--- src/rtl/refresh_sched.sv ---
module refresh_sched #(
  parameter int TREFI_CYC     = 100,
  parameter int TREFI_HOT_CYC = 25,
  parameter int TRFC_CYC      = 4,
  parameter int DEBT_MAX      = 8,
  parameter int URGENT_LVL    = 6
) (
  input  logic clk,
  input  logic rst,
  input  logic init_done,
  input  logic hot_mode,
  input  logic ref_grant,
  output logic ref_req,
  output logic ref_urgent
);
  localparam int TW = $clog2(TREFI_CYC + 1);
  localparam int GW = $clog2(TRFC_CYC + 1);
  localparam int DW = $clog2(DEBT_MAX + 1);
  localparam logic [TW-1:0] RLD_NORM = TW'(TREFI_CYC - 1);
  localparam logic [TW-1:0] RLD_HOT  = TW'(TREFI_HOT_CYC - 1);

  logic [TW-1:0] tmr;
  logic [GW-1:0] gap;
  logic [DW-1:0] debt;

  wire tick = init_done && (tmr == '0);
  wire take = ref_grant && ref_req;
  wire bump = tick && ((debt != DW'(DEBT_MAX)) || take);

  always_ff @(posedge clk) begin
    if (rst) begin
      tmr  <= RLD_NORM;
      gap  <= '0;
      debt <= '0;
    end else begin
      if (tick)
        tmr <= hot_mode ? RLD_HOT : RLD_NORM;
      else if (init_done)
        tmr <= tmr - 1'b1;

      if (take)
        gap <= GW'(TRFC_CYC);
      else if (gap != '0)
        gap <= gap - 1'b1;

      debt <= debt + DW'(bump) - DW'(take);
    end
  end

  assign ref_req    = init_done && (debt != '0) && (gap == '0);
  assign ref_urgent = ref_req && (debt >= DW'(URGENT_LVL));
endmodule


--- config.mk ---
export PLATFORM = sky130hd
export DESIGN_NAME = refresh_sched
export DESIGN_NICKNAME = d
export VERILOG_FILES = /design/src/rtl/refresh_sched.sv
export SDC_FILE = /design/constraint.sdc
export NUM_CORES = 1
export LEC_CHECK = 0
export BUFFER_PORTS_ARGS = -buffer_cell sky130_fd_sc_hd__buf_2
export CAP_MARGIN = 10
export CORE_MARGIN = 4
export CORE_UTILIZATION = 25
export DETAILED_ROUTE_END_ITERATION = 7
export MAX_ROUTING_LAYER = met4
export PLACE_DENSITY = 0.44
export SYNTH_ARGS = -nofsm -noshare
export SYNTH_HDL_FRONTEND = slang
export SYNTH_SLANG_ARGS = --single-unit
export TNS_END_PERCENT = 100
--- constraint.sdc ---
create_clock -name clk -period 3.82 [get_ports clk]
set_clock_uncertainty 0.15 [all_clocks]
set_input_delay 0.191 -clock clk [delete_from_list [all_inputs] [get_ports clk]]
set_output_delay 0.191 -clock clk [all_outputs]
set_load 0.03 [all_outputs]
==> impl_summary.md <==
Run status
The flow ran to the end, and the final reports show no timing, DRC or antenna violations.

Synthesis
For this run, the number of Yosys warnings is 0. The share of Yosys cell area claimed by the top area cell type is 32.0%. The area share of and/or/nand/nor cells after synthesis is a little under a quarter. The most frequently used flop master after synthesis is dfxtp_1. The flop and latch count out of synthesis is 14.

The total nets after synthesis is approximately 120. The synthesized netlist devotes under 10% of its cell area to XOR and XNOR gates. The most frequent cell after synthesis is dfxtp_1. The synthesized netlist devotes 18.0% of its cell area to adder and majority cells. dfxtp_1 takes more of the synthesized area than any other cell. The average instance in the mapped netlist occupies 8.83 um2.

The cell area that synthesis handed to floorplanning was a little under 900 um2. By area the synthesized netlist is led by dfxtp_1 (32%), ha_1 (16%), inv_1 (4.7%). After synthesis, the most frequently instantiated cells are dfxtp_1 (14), ha_1 (11), inv_1 (11), nor2_1 (11), nand2_1 (9). After technology mapping, the gate count stands at 99. Counting distinct cell types in the post-synthesis netlist gives 32. The multiplexer fraction of the synthesized cell area is under 10%. Yosys mapped a number of flops with a built-in enable equal to 0.

The share of the synthesized area in compound gates (AO/OA/AOI/OAI) is about 15%. After synthesis, flip-flops and latches occupy 32.0% of the total area. The fraction of registers with async set/reset is 0%. By area, the combinational part of the netlist is dominated by simple AND/OR/NAND/NOR gates.

Setup path
In this design, the critical path's most frequently occurring cell is ha_1. The highest fanout seen on the critical path is 5. The critical path contains buffers and inverters numbering 2 combined.

Among all stages on the critical path, the largest delay is contributed by fa_1. In this run the critical register-to-register path is launched from gap[0]. The critical path goes through inv_1 > ha_1 > ha_1 > nand2_1 > a21oi_1 > and3_4 > a21o_1 > ha_1 > inv_1 > fa_1 > xor2_1 > nor2_1.

On the worst path, the slowest cell contributes a delay of approximately 0.37 ns. STA classifies the critical path endpoint as a flop. The arrival time at the worst endpoint is 2.61 ns. Data on the critical path is required at its endpoint by 3.84 ns.

The start-to-end type of the worst setup path is reg2reg. The kind of cell adding the most delay to the critical path is adder cells. The launch point of the worst path is gap[0]. The category of the worst setup path launch point is a flop.

Power
The power density over the cells is around 460 nW/um2. Combinational logic burns 39.9% of the power. The switching power total is around 160 uW. The post-layout total power is roughly 450 uW. Net switching is 36.2% of the power. The analysis attributes to cell leakage a power of roughly 0.00043 uW. The internal power of the cells is about 290 uW. The peak ir drop on the vdd network is approximately 0.14 mV. The share of power burned in registers is 41.5%.

In this run, the clock network consumes 18.6% of the power.

Timing
Setup repair after global routing left no endpoint under its margin. The clock period minus final worst setup slack is between 2 and 3 ns. The fraction of the cycle the final worst path needs is about two thirds.

At the pin with the least slew margin, the transition time is approximately 0.36 ns. Setup violations remaining at the end of the flow were counted as 0. The final number of max-transition violations is 0. Based on the critical path, the design can be clocked at up to slightly below 400 MHz.

The setup total negative slack is 0 ns. Headroom to the max-slew limit came out at about three quarters. The number of failing hold endpoints at the final stage is 0.

Clocking
The buffer cell driving the clock tree root is clkbuf_4. The tree built by TritonCTS fans out to 14 sinks. In this run the number of H-tree levels came out at 1.

Gates resized during post-CTS repair numbered 0. Post-CTS timing repair inserted 0 buffers for setup. TritonCTS created 3 clock buffers. The number of hold buffers added after CTS is 0. The clock latency on the worst-skew pair is 0.28 ns. The clock slew at the register clock pins of the worst setup and hold paths is 0.09 ns. No sink is reached through more buffers than the 2 on the longest clock path. TritonCTS built the clock tree.

Floorplanning
The horizontal die dimension is 67.1 um. The die area is 4510 um2. The initial core utilization is a little over a quarter. In this run the count of I/O pins placed on the die edge is 7. The floorplan core area is 3360 um2.

The floorplan has 21 rows. The vertical die dimension is around 67 um.

Route
After detailed routing, the wire length on met1 is between 800 and 900 um. The first routing iteration left 22 violations. The post-detailed-route wirelength per cell is about 11 um.

The number of routed nets with antenna violations is 0. The number of detailed-routing iterations run before antenna repair is 4. The detailed-route DRC error count is 0. For this block, the via count after detailed routing is ~670.

The routed wire length on met2 is ~780 um. The number of vias per cell after detailed routing is between 4 and 5. After detailed routing, the total wire length is between 1.5 and 2 mm. The highest signal layer in the routed design is met4. The met3 wirelength from detailed routing is ~63 um.

GRT
The global-route usage over all layers is a little under a tenth. The initial antenna violation count is 0. The first global-routing pass estimated 3.10 mm of wire.

The pin count of the biggest net entering global routing is 16. The via count of the first global-routing pass is approximately 710. Summed over all layers, the global routing overflow is 0.

Finish
The post-route netlist has 12.3% of its cells at a drive strength greater than 1. In the final design database the tool counted about 130 nets. The area growth from synthesis to layout is 11.3%. The repair_antennas step left the layout with diodes totalling 0. The fill cell instance count of the final layout is 401. The design area is ~1000 um2.

Flow run
The tool flagged a number of max-cap violations equal to 0.

Worst hold path
The path category of the worst min-delay check is in2reg. The startpoint of the worst hold path is ref_grant.

Placement
Detailed placement ended at an HPWL of roughly 1.3 mm. The routability congestion estimate is 0.744. After detailed placement, the total cell area comes to about 950 um2.

Buffers placed on the I/O ports in this run total 6.
==> kinds of logic (layout without fill, tap and decap cells) <==
kind of cell | Yosys count | after routing
AO/OA/AOI/OAI | 20 | 20
multiplexers | 1 | 1
AND/OR/NAND/NOR | 35 | 35
XOR/XNOR | 4 | 4
flip-flops | 14 | 14
adder cells (fa/ha/maj) | 12 | 12
buffers and inverters | 13 | 20
==> layout make-up <==
class | count | area [um2] | area share (%)
clock buffers | 3 | 22.5 | 2.31
flip-flops and latches | 14 | 280 | 28.8
inverters | 11 | 41.3 | 4.24
well taps | 46 | 57.6 | 5.91
multi-input cells | 72 | 542 | 55.7
repair buffers | 6 | 30.0 | 3.08
==> through the flow <==
stage | cells | util (%) | setup WS [ns] | hold slack [ns]
2_1_floorplan | 99 | - | 0.999 | 0.113
3_3_place_gp | 149 | 28.3 | 1.29 | 0.343
3_5_place_dp | 149 | 28.3 | 1.19 | 0.347
4_1_cts | 152 | 28.9 | 1.18 | 0.0455
5_1_grt | 152 | 28.9 | 0.956 | 0.0953
6_report | 152 | 28.9 | 1.23 | 0.0568
==> final timing paths <==
kind,cells after the start,slack [ns],endpoint
setup / recovery,12,1.23,debt[2]
hold / removal,3,0.06,gap[2]
setup reg to reg,12,1.23,debt[2]
hold reg to reg,1,0.38,tmr[6]
==> metal layers <==
layer	up-vias	track usage, %
li1	349	-
met1	316	10.7
met5	-	-
met2	7	15.3
met3	2	3.49
met4	0	1.52
==> registers in the layout, indices dropped and copies added (netlist names) <==
register / flops
gap: 3
tmr: 7
debt: 4
==> cell usage in the layout, fill, tap and decap left out <==
master and n:
fa_1 1, nor4b_1 1, nand2_1 9, xor2_1 2, nor4b_4 1, a211oi_1 1, nor3_1 2, clkbuf_4 3
buf_2 6, dfxtp_1 14, mux2i_1 1, or4b_1 1, and3_4 1, nand3_1 1, o21ai_0 1, nor2_1 11
o211ai_1 1, and2_1 1, and2b_1 1, nand2b_1 1, xnor2_1 2, a31oi_1 2, nor2b_1 3, o31ai_1 1
inv_1 11, a21oi_1 8, nand4b_2 1, a21o_1 4, ha_1 11, nand3b_2 1, a221o_1 1, a311o_1 1
==> power groups by stage <==
stage	registers (uW)	logic [uW]	clock network [uW]
after global routing	191	215	96.9
after CTS	188	185	89.6
final	187	180	84.2
after floorplan	187	149	0
after global placement	190	180	0
after detailed placement	192	183	0
==> tightest hold or removal path: stages <==
cell and delay (ns):
buf_2 0.11, nand2_1 0.07, a21oi_1 0.06
Power figures use the tool's default switching activity.
